$ cat src/rtl/spm_pkg.sv
package spm_pkg;

    typedef enum logic [1:0] {
        ADDR_CTRL   = 2'd0,
        ADDR_PRESCL = 2'd1,
        ADDR_DATA   = 2'd2,
        ADDR_STATUS = 2'd3
    } reg_addr_e;

    typedef enum logic {
        ENG_IDLE = 1'b0,
        ENG_XFER = 1'b1
    } eng_state_e;

    localparam int STAT_TX_EMPTY = 0;
    localparam int STAT_TX_NFULL = 1;
    localparam int STAT_RX_NEMPT = 2;
    localparam int STAT_RX_FULL  = 3;
    localparam int STAT_BUSY     = 4;

    localparam int RATE_LSB = 8;

endpackage

$ cat src/rtl/spm_fifo.sv
module spm_fifo #(
    parameter int W     = 8,
    parameter int DEPTH = 8
) (
    input  logic         clk,
    input  logic         rst_n,
    input  logic         push,
    input  logic [W-1:0] wdata,
    input  logic         pop,
    output logic [W-1:0] rdata,
    output logic         empty,
    output logic         full
);
    localparam int AW = (DEPTH > 1) ? $clog2(DEPTH) : 1;
    localparam int CW = AW + 1;
    localparam logic [CW-1:0] DEPTH_C = CW'(DEPTH);

    typedef struct packed {
        logic [DEPTH-1:0][W-1:0] mem;
        logic [AW-1:0]           wptr;
        logic [AW-1:0]           rptr;
        logic [CW-1:0]           cnt;
    } fifo_t;

    fifo_t s_d, s_q;
    logic  push_ok, pop_ok;

    assign empty   = (s_q.cnt == '0);
    assign full    = (s_q.cnt == DEPTH_C);
    assign rdata   = s_q.mem[s_q.rptr];
    assign push_ok = push && !full;
    assign pop_ok  = pop && !empty;

    function automatic logic [AW-1:0] ptr_inc(input logic [AW-1:0] p);
        if (p == AW'(DEPTH - 1)) return '0;
        return p + 1'b1;
    endfunction

    always_comb begin
        s_d = s_q;
        if (push_ok) begin
            s_d.mem[s_q.wptr] = wdata;
            s_d.wptr          = ptr_inc(s_q.wptr);
        end
        if (pop_ok) begin
            s_d.rptr = ptr_inc(s_q.rptr);
        end
        case ({push_ok, pop_ok})
            2'b10:   s_d.cnt = s_q.cnt + 1'b1;
            2'b01:   s_d.cnt = s_q.cnt - 1'b1;
            default: s_d.cnt = s_q.cnt;
        endcase
    end

    always_ff @(posedge clk or negedge rst_n) begin
        if (!rst_n) s_q <= '0;
        else        s_q <= s_d;
    end

    assert_count_bound_R7: assert property (@(posedge clk) disable iff (!rst_n)
        s_q.cnt <= DEPTH_C);

    assert_pop_nonempty_R8: assert property (@(posedge clk) disable iff (!rst_n)
        pop |-> !empty);

endmodule

$ cat src/rtl/spm_clkgen.sv
module spm_clkgen #(
    parameter int PW = 8,
    parameter int RW = 8
) (
    input  logic          clk,
    input  logic          rst_n,
    input  logic          run,
    input  logic [PW-1:0] cpsdvsr,
    input  logic [RW-1:0] scr,
    output logic          edge_o
);
    typedef struct packed {
        logic [PW-2:0] pre;
        logic [RW-1:0] rate;
    } div_t;

    div_t          c_d, c_q;
    logic [PW-2:0] half_m1;
    logic          pre_wrap;
    logic          rate_wrap;

    assign half_m1   = cpsdvsr[PW-1:1] - {{(PW-2){1'b0}}, 1'b1};
    assign pre_wrap  = (c_q.pre == half_m1);
    assign rate_wrap = (c_q.rate == scr);
    assign edge_o    = run && pre_wrap && rate_wrap;

    always_comb begin
        c_d = c_q;
        if (!run) begin
            c_d = '0;
        end else if (pre_wrap) begin
            c_d.pre  = '0;
            c_d.rate = rate_wrap ? '0 : c_q.rate + 1'b1;
        end else begin
            c_d.pre = c_q.pre + 1'b1;
        end
    end

    always_ff @(posedge clk or negedge rst_n) begin
        if (!rst_n) c_q <= '0;
        else        c_q <= c_d;
    end

    assert_run_divisor_R4: assert property (@(posedge clk) disable iff (!rst_n)
        run |-> (cpsdvsr != '0 && !cpsdvsr[0]));

endmodule

$ cat src/rtl/spm_shifter.sv
module spm_shifter
    import spm_pkg::*;
#(
    parameter int FW = 8
) (
    input  logic          clk,
    input  logic          rst_n,
    input  logic          start_ok,
    input  logic [FW-1:0] tx_data,
    output logic          tx_pop,
    input  logic          edge_i,
    output logic          run_o,
    input  logic          miso,
    output logic          sck,
    output logic          mosi,
    output logic          ssel_n,
    output logic          rx_push,
    output logic [FW-1:0] rx_data
);
    localparam int BW = (FW > 1) ? $clog2(FW) : 1;
    localparam logic [BW-1:0] LAST_BIT = BW'(FW - 1);

    typedef struct packed {
        eng_state_e    st;
        logic [FW-1:0] sh;
        logic [FW-1:0] rx;
        logic [BW-1:0] bitn;
        logic          sck;
        logic          mosi;
        logic          ssel_n;
    } eng_t;

    eng_t e_d, e_q;
    logic last_fall;

    assign last_fall = (e_q.st == ENG_XFER) && edge_i && e_q.sck && (e_q.bitn == LAST_BIT);
    assign tx_pop    = (e_q.st == ENG_IDLE) && start_ok;
    assign run_o     = (e_q.st == ENG_XFER);
    assign rx_push   = last_fall;
    assign rx_data   = e_q.rx;
    assign sck       = e_q.sck;
    assign mosi      = e_q.mosi;
    assign ssel_n    = e_q.ssel_n;

    always_comb begin
        e_d = e_q;
        case (e_q.st)
            ENG_IDLE: begin
                if (start_ok) begin
                    e_d.st     = ENG_XFER;
                    e_d.sh     = tx_data;
                    e_d.mosi   = tx_data[FW-1];
                    e_d.ssel_n = 1'b0;
                    e_d.sck    = 1'b0;
                    e_d.bitn   = '0;
                    e_d.rx     = '0;
                end
            end
            ENG_XFER: begin
                if (edge_i) begin
                    if (!e_q.sck) begin
                        e_d.sck = 1'b1;
                        e_d.rx  = {e_q.rx[FW-2:0], miso};
                    end else begin
                        e_d.sck = 1'b0;
                        if (e_q.bitn == LAST_BIT) begin
                            e_d.st     = ENG_IDLE;
                            e_d.ssel_n = 1'b1;
                        end else begin
                            e_d.bitn = e_q.bitn + 1'b1;
                            e_d.sh   = {e_q.sh[FW-2:0], 1'b0};
                            e_d.mosi = e_q.sh[FW-2];
                        end
                    end
                end
            end
            default: e_d.st = ENG_IDLE;
        endcase
    end

    always_ff @(posedge clk or negedge rst_n) begin
        if (!rst_n) begin
            e_q        <= '0;
            e_q.st     <= ENG_IDLE;
            e_q.ssel_n <= 1'b1;
        end else begin
            e_q <= e_d;
        end
    end

    assert_mosi_steady_R5: assert property (@(posedge clk) disable iff (!rst_n)
        $rose(e_q.sck) |-> $stable(e_q.mosi));

    assert_frame_end_low_R6: assert property (@(posedge clk) disable iff (!rst_n)
        $rose(e_q.ssel_n) |-> !e_q.sck);

endmodule

$ cat src/rtl/serial_port_master.sv
module serial_port_master
    import spm_pkg::*;
#(
    parameter int DATA_W     = 32,
    parameter int FRAME_W    = 8,
    parameter int FIFO_DEPTH = 8,
    parameter int PRE_W      = 8,
    parameter int RATE_W     = 8
) (
    input  logic              clk,
    input  logic              rst_n,
    input  logic              reg_wr,
    input  logic              reg_rd,
    input  logic [1:0]        reg_addr,
    input  logic [DATA_W-1:0] reg_wdata,
    output logic [DATA_W-1:0] reg_rdata,
    output logic              spi_sck,
    output logic              spi_mosi,
    input  logic              spi_miso,
    output logic              spi_ssel_n
);
    typedef struct packed {
        logic [RATE_W-1:0] scr;
        logic [PRE_W-1:0]  cpsdvsr;
    } cfg_t;

    cfg_t cfg_d, cfg_q;

    logic               tx_push, tx_pop, tx_empty, tx_full;
    logic [FRAME_W-1:0] tx_head;
    logic               rx_push, rx_pop, rx_empty, rx_full;
    logic [FRAME_W-1:0] rx_head, rx_word;
    logic               start_ok, eng_run, div_edge;
    logic               busy;
    reg_addr_e          addr;

    assign addr     = reg_addr_e'(reg_addr);
    assign tx_push  = reg_wr && (addr == ADDR_DATA);
    assign rx_pop   = reg_rd && (addr == ADDR_DATA) && !rx_empty;
    assign start_ok = !tx_empty && (cfg_q.cpsdvsr != '0);
    assign busy     = eng_run || !tx_empty;

    always_comb begin
        cfg_d = cfg_q;
        if (reg_wr) begin
            case (addr)
                ADDR_CTRL:   cfg_d.scr     = reg_wdata[RATE_LSB +: RATE_W];
                ADDR_PRESCL: cfg_d.cpsdvsr = {reg_wdata[PRE_W-1:1], 1'b0};
                default:     cfg_d = cfg_q;
            endcase
        end
    end

    always_ff @(posedge clk or negedge rst_n) begin
        if (!rst_n) cfg_q <= '0;
        else        cfg_q <= cfg_d;
    end

    always_comb begin
        reg_rdata = '0;
        case (addr)
            ADDR_CTRL:   reg_rdata[RATE_LSB +: RATE_W] = cfg_q.scr;
            ADDR_PRESCL: reg_rdata[PRE_W-1:0]          = cfg_q.cpsdvsr;
            ADDR_DATA:   reg_rdata[FRAME_W-1:0]        = rx_empty ? '0 : rx_head;
            ADDR_STATUS: begin
                reg_rdata[STAT_TX_EMPTY] = tx_empty;
                reg_rdata[STAT_TX_NFULL] = !tx_full;
                reg_rdata[STAT_RX_NEMPT] = !rx_empty;
                reg_rdata[STAT_RX_FULL]  = rx_full;
                reg_rdata[STAT_BUSY]     = busy;
            end
            default: reg_rdata = '0;
        endcase
    end

    spm_fifo #(.W(FRAME_W), .DEPTH(FIFO_DEPTH)) u_txq (
        .clk(clk), .rst_n(rst_n),
        .push(tx_push), .wdata(reg_wdata[FRAME_W-1:0]),
        .pop(tx_pop), .rdata(tx_head),
        .empty(tx_empty), .full(tx_full)
    );

    spm_fifo #(.W(FRAME_W), .DEPTH(FIFO_DEPTH)) u_rxq (
        .clk(clk), .rst_n(rst_n),
        .push(rx_push), .wdata(rx_word),
        .pop(rx_pop), .rdata(rx_head),
        .empty(rx_empty), .full(rx_full)
    );

    spm_clkgen #(.PW(PRE_W), .RW(RATE_W)) u_div (
        .clk(clk), .rst_n(rst_n), .run(eng_run),
        .cpsdvsr(cfg_q.cpsdvsr), .scr(cfg_q.scr), .edge_o(div_edge)
    );

    spm_shifter #(.FW(FRAME_W)) u_eng (
        .clk(clk), .rst_n(rst_n),
        .start_ok(start_ok), .tx_data(tx_head), .tx_pop(tx_pop),
        .edge_i(div_edge), .run_o(eng_run),
        .miso(spi_miso), .sck(spi_sck), .mosi(spi_mosi), .ssel_n(spi_ssel_n),
        .rx_push(rx_push), .rx_data(rx_word)
    );

    assert_prescale_even_R2: assert property (@(posedge clk) disable iff (!rst_n)
        !cfg_q.cpsdvsr[0]);

    assert_no_start_zero_R3: assert property (@(posedge clk) disable iff (!rst_n)
        (cfg_q.cpsdvsr == '0 && spi_ssel_n) |=> spi_ssel_n);

    assert_busy_frame_R9: assert property (@(posedge clk) disable iff (!rst_n)
        !spi_ssel_n |-> busy);

endmodule

$ cat config.mk
export PLATFORM = sky130hd
export DESIGN_NAME = serial_port_master
export DESIGN_NICKNAME = d
export VERILOG_FILES = /design/src/rtl/spm_pkg.sv /design/src/rtl/spm_fifo.sv /design/src/rtl/spm_clkgen.sv /design/src/rtl/spm_shifter.sv /design/src/rtl/serial_port_master.sv
export SDC_FILE = /design/constraint.sdc
export NUM_CORES = 1
export LEC_CHECK = 0
export BUFFER_PORTS_ARGS = -buffer_cell sky130_fd_sc_hd__buf_2
export CAP_MARGIN = 20
export CELL_PAD_IN_SITES_DETAIL_PLACEMENT = 1
export CELL_PAD_IN_SITES_GLOBAL_PLACEMENT = 2
export CORE_ASPECT_RATIO = 0.8
export CORE_MARGIN = 1
export CORE_UTILIZATION = 46
export DETAILED_ROUTE_END_ITERATION = 7
export PLACE_DENSITY = 0.95
export SYNTH_ARGS = -nofsm -noshare
export SYNTH_HDL_FRONTEND = slang
export SYNTH_SLANG_ARGS = --single-unit
$ cat constraint.sdc
create_clock -name clk -period 5.4 [get_ports clk]
set_input_delay 0.81 -clock clk [delete_from_list [all_inputs] [get_ports clk]]
set_output_delay 0.81 -clock clk [all_outputs]
set_load 0.02 [all_outputs]
; After elaboration in Yosys (flattened, before gate mapping)
; Cells that the tools add are included.
[op_classes]
reduce_logical = 33
mux = 49
order_cmp = 6
eq_ne = 23
bitwise_logic = 1
n_addsub = 12
[op_table]
columns = operator, count
row1 = $bwmux W64, 2
row2 = $mux W8, 10
row3 = $bmux W8 S3, 2
row4 = $demux W8 S3, 2
row5 = $mux W23, 2
row6 = $pmux W23 S2, 1
row7 = $mux W3, 10
row8 = $logic_and A1 B1 Y1, 16
row9 = $lt A3 B4 Y1 const B, 4
row10 = $pmux W4 S2, 2
row11 = $add A3 B1 Y3 const B, 5
row12 = $eq A3 B3 Y1 const B, 5
row13 = $mux W15, 1
row14 = $pmux W5 S3, 1
row15 = $mux W1, 12
row16 = $ne A2 B2 Y1 const B, 5
row17 = $mux W9, 1
row18 = $add A4 B1 Y4 const B, 2
row19 = $add A8 B1 Y8 const B, 1
row20 = $eq A2 B2 Y1 const B, 4
row21 = $eq A4 B4 Y1 const B, 2
row22 = $eq A8 B8 Y1, 1
row23 = $logic_not A4 Y1, 2
row24 = $reduce_and A4 Y1, 2
row25 = other kinds (18), 29
[word_totals]
elab_cells = 157
input_bits = 39
out_inout_bits = 35
ff_bits = 200

; Logic depth before layout (Yosys ltp)
; Gate-level depths: netlist (run 1).
[logic_depth]
ltp_word = 10
depth_mapped = 14
mapped_depth_nobuf = 13

; Cells and area by module
; From an unflattened synthesis (run 1), not the netlist that was laid out.
[hier_totals]
cells_unflattened = 785
area_unflattened_um2 = 10507.6
[by_module_without_submodules]
columns = mod, area_each_um2, cells_per_inst, n_inst
row1 = spm_fifo (u_rxq), 3652.3, 230, 1
row2 = spm_fifo (u_txq), 3607.2, 230, 1
row3 = spm_clkgen, 1223.7, 134, 1
row4 = spm_shifter, 1046.0, 99, 1
row5 = serial_port_master, 978.4, 92, 1

; Worst setup path after synthesis (run 1)
; OpenSTA, ideal clock, no wires.
[synth_timing]
path_type = register to output
from = register u_rxq.s_q[4] in the netlist's numbering
to = output port reg_rdata[5]
stages_incl_launch_ff = 7
t_arrival_ps = 2193
required_ps = 4590
slack_ps = 2397
path_buffers = 2
cell_sequence = dfrtp_1 clkbuf_1 buf_1 mux4_2 mux2i_1 o21ai_0 and2_1
[synth_between]
elab_chain_cells = 4
[synth_rtl]
columns = element, line_no
row1 = from (decl), spm_fifo.sv:25  ; fifo_t s_d, s_q;
row2 = $bmux W8 S3, spm_fifo.sv:30  ; assign rdata = s_q.mem[s_q.rptr];
row3 = $mux W8 (implied by the code), spm_fifo.sv:30
row4 = $mux W8, serial_port_master.sv:64  ; ADDR_DATA: reg_rdata[FRAME_W-1:0] = rx_empty ? '0 : rx_head;
row5 = $pmux W3 S2, serial_port_master.sv:61  ; case (addr)
row6 = to (decl), serial_port_master.sv:16  ; output logic [DATA_W-1:0] reg_rdata,
; No other way between the ends. The select of a mux whose other input is x is not followed.

; Final worst setup path (run 1)
[layout_timing]
from = register cfg_q[1] in the netlist's numbering
to = register u_rxq.s_q[36] in the netlist's numbering
[layout_between]
elab_chain_cells = 8
[layout_rtl]
columns = element, line_no
row1 = from (decl), serial_port_master.sv:27  ; cfg_t cfg_d, cfg_q;
row2 = from (signal assigned), serial_port_master.sv:56  ; else cfg_q <= cfg_d;
row3 = $sub A7 B1 Y7, spm_clkgen.sv:22  ; assign half_m1 = cpsdvsr[PW-1:1] - {{(PW-2){1'b0}}, 1'b1};
row4 = $eq A7 B7 Y1, spm_clkgen.sv:23  ; assign pre_wrap = (c_q.pre == half_m1);
row5 = $logic_and A1 B1 Y1 (2 in a row), spm_clkgen.sv:25  ; assign edge_o = run && pre_wrap && rate_wrap;
row6 = $logic_and A1 B1 Y1 (3 in a row), spm_shifter.sv:36  ; assign last_fall = (e_q.st == ENG_XFER) && edge_i && e_q.sck && (e_q.bitn == LAST_BIT);
row7 = $logic_and A1 B1 Y1, spm_fifo.sv:31  ; assign push_ok = push && !full;
; No other way between the ends.
; A chain may end at the register's enable or synchronous reset.

==> results.md, run 1 <==
* Area grow syn2layout at 9.340%
* TNS Setup at 0 ps
* Multiplexer area fraction after synthesis at 0.2672
* Detailed Route WL at around 24 mm
* Ys async rst share at 1.000
* Cells after Synth at about 770
* Crit Path Max Fanout at 15
* Wire length per cell at 22.78 um
* Port Buffers at 41
* # Post-CTS Setup Buffers at 0
* RR Startpoint: cfg_q[1]
* Compound-Gate Fraction of Synth Area at 0.03878
* Final hold viol count at 0
* TritonCTS Sinks at 200
* Yosys reg bits at 200
* Chip Width at 167.1 um
* WP buf/inv at 1
* Gr ovfl total at 0
* CTS tree: yes
* Post-Synth XOR/XNOR Area at 0.02531
* Pre-CTS setup slack at about 1700 ps
* Crit path cell chain: inv_1 > ha_1 > and2_1 > o21a_1 > o31ai_1 > nand4_2 > or4b_1 > mux2_4
* Crit path arrival time at roughly 4200 ps
* MaxCap Viol Count at 0
* Crit path to: u_rxq.s_q[36]
* Yosys synthesis warning count at 0
* WHS at 451.0 ps
* Most used DFF post-synth: dfrtp_1
* CTS H-Tree Depth at 4
* Crit end category: flop
* Core Rows at 47
* Final setup vio count at 0
* Period utilization at 0.7145
* Worst hold path type: in -> async
* PD cells at 431.5 nW/um^2
* Worst EP required at 5720 ps
* Initial drt markers at about 450
* Worst Setup Start Kind: flop
* CP max stage delay at 1000 ps
* Num CTS Buffers at 17
* Least-Margin Pin Slew at a little under 1000 ps
* Routed wl met2 at 12.08 mm
* Antenna Cells at 0
* Hold buffer count at cts at 0
* I/O pin cnt at 74
* Worst-Skew Late Latency at 440 ps
* EDFF count, synth at 0
* Core area at roughly 21,000 um^2
* Setup Skew at around 13 ps
* Max Clock Freq at 259.2 MHz
* Syn_area_per_cell at around 13 um^2
* Initial antenna violation count at 0
* CTS max path bufs at 2
* Total iterations of the first detailed-routing run at 4
* Worst Reg-to-Reg Cells at 8
* CTS clk-pin slew, worst paths at 80 ps
* Die area at between 20,000 and 25,000 um^2
* Met1 WL at 10.80 mm
* Slew Limit Headroom at 0.3391
* Post-synthesis adder-cell area fraction at 0.03317
* DRC at 0
* Lkg Pwr at 5.112 nW
* Sequential element share of the synthesized area at 0.4989
* First-pass GRT wire length at 39.73 mm
* Initial Utilization at 0.4766
* Flop2flop setup slack at 1540 ps
* Met3 routed WL at 1.106 mm
* Crit path from: cfg_q[1]
* Post-Synth Simple-Gate Area at 0.09652
* Post-route minimum period at roughly 3900 ps
* Worst setup margin at roughly 1500 ps
* Worst R2R End: u_rxq.s_q[36]
* Slew Viols, Final at 0
* Fin nets at 857
* Pin count of the biggest net entering global routing at 94
* Synthesized cell area at 10,030 um^2
* DR vias at 6,219
* GRT Overall Usage at 0.2363
* Fraction of layout cells with a size suffix above 1 at 0.3507
* VDD IR-drop max at between 0.0002 and 0.0003 V
* Detail Route Antenna Nets at 0
* Status: finished, final reports clean
* Cts repair resizes at 0
* WP depth at 8
* Critical Path Slowest Stage Cell: or4b_1
* Kind of critical path: reg -> reg
* RSZ-0062 raised after global routing: false
* Chip height at 134.1 um
* Highest metal used: met4
* Largest family of logic cells by synthesized area: multiplexers
* DR vias/cell at a little under 6
* HPWL after DPL at roughly 16 mm
* Clock root buffer: clkbuf_16
* Vias in the first global route at around 6,800
* Top cell family by delay on the critical path: simple AND/OR/NAND/NOR gates
* Distinct cell type count after synthesis at 61
* GPL Wtd Cong at 0.7779
==> where the power goes <==
part           switching, mW  internal, mW  total [mW]
Clock                  0.608         0.648        1.26
Combinational          0.589         0.664        1.25
Sequential             0.397          1.83        2.23
==> per-stage QoR <==
stage | cells | area (um^2) | utilization | power, mW
6_report | 1073 | 10970 | 0.5211 | 4.734
5_1_grt | 1073 | 10970 | 0.5211 | 4.987
4_1_cts | 1073 | 10970 | 0.5211 | 4.774
3_5_place_dp | 1042 | 10400 | 0.4941 | 3.486
3_3_place_gp | 1041 | 10400 | 0.4938 | 3.380
2_1_floorplan | 782 | 10090 | - | 3.092
==> cells by family after synthesis <==
| group | after synthesis |
|---|---|
| buf+inv | 82 |
| fa+ha+maj | 26 |
| mux | 206 |
| simple gates | 170 |
| other cells | 1 |
| xor+xnor | 29 |
| flops | 200 |
| compound gates | 53 |
==> synthesized netlist by cell type, types with 12 or more instances <==
| cell | number | area (um^2) |
|---|---|---|
| nand2_1 | 49 | 183.9 |
| mux2_2 | 142 | 1599 |
| a21oi_1 | 12 | 60.06 |
| xnor2_1 | 18 | 157.7 |
| clkbuf_1 | 29 | 108.9 |
| ha_1 | 25 | 312.8 |
| inv_1 | 21 | 78.83 |
| nor2_1 | 32 | 120.1 |
| buf_4 | 17 | 127.6 |
| mux4_2 | 32 | 720.7 |
| dfrtp_1 | 199 | 4980 |
| and2_1 | 13 | 81.33 |
| mux2i_1 | 23 | 230.2 |
==> worst register-to-register path, stage by stage (launching register included) <==
cell and delay, ps:
dfrtp_1 490, inv_1 110, ha_1 290, and2_1 220, o21a_1 190, o31ai_1 440, nand4_2 570, or4b_1 1010
mux2_4 430
==> per-layer routing <==
layer | up-vias | global-route usage
li1 | 2768 | -
met1 | 3287 | 0.3163
met2 | 131 | 0.3966
met3 | 33 | 0.03954
met4 | 0 | 0.07253
met5 | - | 0
==> worst min path at each step <==
stage,end,slack (ps),cells after the start
4_1_cts,u_rxq.s_q[0],470,1
6_report,u_rxq.s_q[9],450,1
3_5_place_dp,u_txq.s_q[3],490,1
2_1_floorplan,u_rxq.s_q[27],450,1
3_3_place_gp,u_rxq.s_q[27],460,1
5_1_grt,u_rxq.s_q[9],500,1
==> placed cells by master, fill, tap and decap left out, types with 13 or more instances in the layout <==
master     netlist  routed
mux4_2          32      32
dfrtp_1        199     199
buf_2            3      40
nand2_1         49      49
mux2_2         142     142
mux2i_1         23      23
conb_1           1      16
inv_1           21      21
clkbuf_16        0      17
nor2_1          32      32
ha_1            25      25
xnor2_1         18      18
and2_1          13      13
==> flip-flops by register name (all words and copies together), names as in the netlist <==
signal	cells
u_eng.ssel_n	1
u_eng.mosi	1
u_eng.sck	1
cfg_q	15
u_txq.s_q	74
u_eng.e_q	10
u_eng.rx_data	8
u_rxq.s_q	74
u_eng.run_o	1
u_div.c_q	15
==> final cells by class <==
type | instances | area [um^2]
Clock buffer | 17 | 425.4
Clock inverter | 14 | 142.6
Fill cell | 2118 | 10080
Inverter | 23 | 86.33
Multi-Input combinational cell | 500 | 4692
Sequential cell | 200 | 5006
Tap cell | 269 | 336.6
Timing Repair Buffer | 50 | 281.5
(Power assumes the default switching activity.)
==> run 2: changes to the inputs <==
--- a/config.mk
+++ b/config.mk
@@ -11,9 +11,9 @@
 export CELL_PAD_IN_SITES_GLOBAL_PLACEMENT = 2
 export CORE_ASPECT_RATIO = 0.8
 export CORE_MARGIN = 1
-export CORE_UTILIZATION = 46
+export CORE_UTILIZATION = 38
 export DETAILED_ROUTE_END_ITERATION = 7
-export PLACE_DENSITY = 0.95
+export PLACE_DENSITY = 0.86
 export SYNTH_ARGS = -nofsm -noshare
 export SYNTH_HDL_FRONTEND = slang
 export SYNTH_SLANG_ARGS = --single-unit
==> constraint.sdc (replaced) <==
create_clock -name clk -period 3.3 [get_ports clk]
set_input_delay 0.495 -clock clk [delete_from_list [all_inputs] [get_ports clk]]
set_output_delay 0.495 -clock clk [all_outputs]
set_load 0.02 [all_outputs]
==> run 2 against run 1 <==
Effect of this change: global-route usage down 4.4 points; count of clock-buffer cells in the layout unchanged; critical path type is now reg -> out; core utilization down 7.8 points; sequential cell count unchanged; critical path depth down 2; hold slack worse by 380 ps.
==> results.md, run 2 (synthesis results as in run 1) <==
* Final non-filler cell total at 1,180
* Commonest non-fill, non-tap cell in the layout: dfrtp_1
* Fin nets at 881
* Flop2flop setup slack at about 220 ps
* Worst Reg-to-Reg Cells at 11
* Slew Limit Headroom at 0.4255
* Area grow syn2layout at 13.08%
* Gr ovfl total at 0
* Slew Viols, Final at 0
* CTS H-Tree Depth at 4
* Wire length per cell at approximately 20 um
* TNS Setup at 0 ps
* Total iterations of the first detailed-routing run at 4
* Crit path arrival time at 2590 ps
* FF+latch area at 5007 um^2
* Initial antenna violation count at 0
* Vias in the first global route at 6,996
* Fillers at 2,681
* Core area at 25,630 um^2
* Pin count of the biggest net entering global routing at 80
* Multi-input logic area at 4692 um^2
* Chip height at between 100 and 150 um
* Total power at 7.978 mW
* I/O pin cnt at 74
* Commonest non-fill, non-tap cells in the layout: dfrtp_1, mux2_2, nand2_1, buf_2
* Worst Setup Start Kind: flop
* Setup Skew at 17.03 ps
* Num CTS Buffers at 17
* RSZ-0062 raised after global routing: false
* HPWL after DPL at 16.24 mm
* Dpl cell area at between 10,000 and 15,000 um^2
* TritonCTS Sinks at 200
* Port Buffers at 41
* RR Startpoint: cfg_q[1]
* Worst-Skew Late Latency at 450 ps
* Die area at 27,060 um^2
* CTS clk-pin slew, worst paths at 90 ps
* Max Clock Freq at 324.3 MHz
* Core Rows at 52
* Biggest regs: u_rxq.s_q (74), u_txq.s_q (74)
* Design Area, Final at 11,350 um^2
* VDD IR-drop max at 0.0004172 V
* MaxCap Viol Count at 0
* PD cells at about 700 nW/um^2
* Detail Route Antenna Nets at 0
* CTS max path bufs at 2
* Worst hold path type: in -> async
* Hold buffer count at cts at 0
* Crit end category: primary output
* Initial Utilization at 0.3914
* Post-route minimum period at 3084 ps
* Detailed Route WL at 23.86 mm
* Lkg Pwr at 5.267 nW
* Crit Path Max Fanout at 8
* WHS at 75.29 ps
* Clock root buffer: clkbuf_16
* Fraction of layout cells with a size suffix above 1 at 0.3715
* DR vias/cell at 5.265
* Initial drt markers at 363
* Final setup vio count at 0
* Placed insts at 1,145
* DR vias at 6,213
* Crit path from: u_rxq.s_q[5]
* Chip Width at ~180 um
* Period utilization at 0.9344
* Kind of critical path: reg -> out
* Worst R2R End: u_rxq.s_q[35]
* First-pass GRT wire length at between 30 and 40 mm
* Worst EP required at 2800 ps
* DRC at 0
* GPL Wtd Cong at 0.7812
* CTS tree: yes
* Final hold viol count at 0
* Antenna Cells at 0
* Status: finished, final reports clean
* Least-Margin Pin Slew at 861.8 ps
* GRT Overall Usage at 0.1919
[run 2: final cells by class]
cell class | count | share of cell area
Sequential cell | 200 | 0.4413
Multi-Input combinational cell | 500 | 0.4135
Timing Repair Buffer | 74 | 0.04180
Tap cell | 351 | 0.03871
Clock buffer | 17 | 0.03749
Clock inverter | 15 | 0.01952
Inverter | 23 | 0.007609
[run 2: repair_timing]
item                       in CTS  in global routing
setup buffers                   0                  3
pin swaps                       1                  1
setup endpoints to repair       1                 29
gates resized for setup         0                  1
hold endpoints to repair        0                  0
[run 2: power breakdown]
part	switching (mW)	leakage [nW]	internal [mW]
Clock	1.19	0.311	1.08
Combinational	0.978	2.31	1.13
Sequential	0.602	2.65	2.99
Total	2.77	5.27	5.21
[run 2: how the worst max path moves through the flow]
stage | cells after the start | slack [ps] | endpoint
floorplan | 14 | 350 | u_rxq.s_q[2]
global placement | 13 | 140 | u_rxq.s_q[2]
detailed placement | 13 | -10 | u_rxq.s_q[2]
CTS | 13 | 20 | u_rxq.s_q[2]
global route | 14 | 20 | u_rxq.s_q[2]
finish | 6 | 220 | reg_rdata[1]
[run 2: stage by stage]
step / worst slack [ps] / utilization
floorplan: 348.2 / -
CTS: 20.37 / 0.4417
finish: 216.3 / 0.4426
detailed placement: -9.557 / 0.4164
global route: 21.60 / 0.4426
global placement: 141.3 / 0.4164
[run 2: layer usage]
| metal | GRT usage | share of wire |
|---|---|---|
| met1 | 0.2692 | 0.47 |
| met2 | 0.3095 | 0.49 |
| met4 | 0.04875 | 0.0083 |
| met3 | 0.03123 | 0.030 |
| met5 | 0 | 0 |
[run 2: critical path, stage by stage, from the launching register on]
cell	delay [ps]
dfrtp_1	590
buf_4	270
mux4_2	320
mux2_2	310
a222oi_1	420
nor2_1	70
buf_2	170
==> run 3: changes to the inputs <==
==> constraint.sdc (replaced) <==
create_clock -name clk -period 3.3 [get_ports clk]
set_input_delay 0.33 -clock clk [delete_from_list [all_inputs] [get_ports clk]]
set_output_delay 0.33 -clock clk [all_outputs]
set_load 0.02 [all_outputs]
==> run 3 against run 2 <==
Effect of this change: hold slack improved by 43 ps; worst setup slack got worse by 30 ps; sequential share of layout area increased by 0.16 points; global-route usage decreased by 0.17 points; core utilization decreased by 0.17 points; clock power about the same; total power decreased by 0.78%; cell count decreased by 0.42%; critical path type unchanged.
==> results.md, run 3 (synthesis results as in run 1) <==
* Status: finished, final reports clean
* FF+latch area at 5006 um^2
* Final setup vio count at 0
* Wire length per cell at 20.15 um
* RSZ-0062 raised after global routing: false
* Area grow syn2layout at 12.65%
* Setup Skew at roughly 12 ps
* Final non-filler cell total at 1,175
* Chip height at 147.3 um
* Period utilization at 0.9434
* Slew Limit Headroom at 0.4764
* Fraction of layout cells with a size suffix above 1 at 0.3665
* Global routing met3 resource utilization at 0.03024
* CTS max path bufs at 2
* Core Rows at 52
* Crit path arrival time at 2780 ps
* Least-Margin Pin Slew at 785.4 ps
* Initial antenna violation count at 1
* Placed insts at 1,142
* VDD IR-drop max at 0.0003954 V
* Kind of critical path: reg -> out
* Total power at 7.915 mW
* Commonest non-fill, non-tap cells in the layout: dfrtp_1, mux2_2, nand2_1, buf_2
* Max Clock Freq at between 300 and 400 MHz
* CTS clk-pin slew, worst paths at 80 ps
* Dpl cell area at roughly 11,000 um^2
* Initial Utilization at 0.3914
* Worst hold path type: in -> reg
* Layer with the highest usage: met2
* Worst Setup Start Kind: flop
* Chip Width at 183.7 um
* Total iterations of the first detailed-routing run at 5
* I/O pin cnt at 74
* First-pass GRT wire length at approximately 40 mm
* Num CTS Buffers at 17
* Worst setup margin at 186.6 ps
* Detailed Route WL at about 24 mm
* Worst-Skew Late Latency at roughly 440 ps
* GPL Wtd Cong at 0.7556
* Initial drt markers at 416
* Clock root buffer: clkbuf_16
* Crit Path Max Fanout at 11
* Commonest non-fill, non-tap cell in the layout: dfrtp_1
* Slew Viols, Final at 0
* Detail Route Antenna Nets at 0
* Gr ovfl total at 0
* Worst EP required at 2970 ps
* Final hold viol count at 0
* Vias in the first global route at roughly 7,000
* MaxCap Viol Count at 0
* GRT Overall Usage at 0.1902
* # Post-CTS Setup Buffers at 0
* DR vias/cell at 5.285
* Met2 global-route usage at 0.3059
* Fillers at 2,671
* Antenna Cells at 0
* TNS Setup at 0 ps
* Port Buffers at 41
* PD cells at between 700 and 800 nW/um^2
* Die area at 27,060 um^2
* CTS tree: yes
* CTS H-Tree Depth at 4
* DR vias at 6,210
* Crit end category: primary output
* Fin nets at 876
* GRT met1 Usage at 0.2679
* Biggest regs: u_rxq.s_q (74), u_txq.s_q (74)
* Post-route minimum period at 3113 ps
* DRC at 0
* Core area at 25,630 um^2
* Design Area, Final at 11,300 um^2
* TritonCTS Sinks at 200
* Pin count of the biggest net entering global routing at 74
* HPWL after DPL at 15.89 mm
* Lkg Pwr at 5.247 nW
* Multi-input logic area at 4697 um^2
* Pre-CTS setup slack at 60.60 ps
## run 3: metal layers
metal  wire [um]  vias up
met3         784       21
met4         259        2
met1       11250     3271
met5           8        -
met2       11380      101
li1            -     2815
## run 3: power by group
group	total [mW]	internal, mW	switching [mW]
registers	3.60	2.99	0.610
clock network	2.24	1.12	1.12
logic	2.08	1.12	0.956
## run 3: worst paths after layout
kind | from | endpoint | slack [ps] | depth (start not counted)
max in group asynchronous | rst_n | u_txq.s_q[24] | 1970 | 3
max reg2reg | cfg_q[3] | u_rxq.s_q[37] | 190 | 6
max | u_rxq.s_q[4] | reg_rdata[1] | 190 | 5
min reg2reg | u_rxq.s_q[3] | u_rxq.s_q[3] | 500 | 1
min in group asynchronous | rst_n | u_rxq.s_q[0] | 450 | 2
min | reg_wdata[15] | cfg_q[15] | 120 | 2
## run 3: critical path, stage by stage, from the launching register on
cell	delay, ps
dfrtp_1	720
mux4_2	590
mux2_2	280
a222oi_1	500
nor2_1	70
buf_2	170
## run 3: per-stage QoR
| step | hold slack (ps) | utilization |
|---|---|---|
| after CTS | 99.82 | 0.4407 |
| final | 117.8 | 0.4409 |
| after global placement | 368.7 | 0.4156 |
| after floorplan | 34.41 | - |
| after global routing | 117.0 | 0.4409 |
| after detailed placement | 375.5 | 0.4156 |
## run 3: repair_timing
action	4_1_cts	5_1_grt
setup endpoints to repair	0	23
hold endpoints to repair	60	0
resized for setup	0	1
hold buffers	1	0
## run 3: final cells by class
| type | count | share of cell area |
|---|---|---|
| Clock buffer | 17 | 0.03764 |
| Clock inverter | 15 | 0.01849 |
| Inverter | 23 | 0.007639 |
| Multi-Input combinational cell | 500 | 0.4156 |
| Sequential cell | 200 | 0.4429 |
| Tap cell | 351 | 0.03886 |
| Timing Repair Buffer | 69 | 0.03886 |
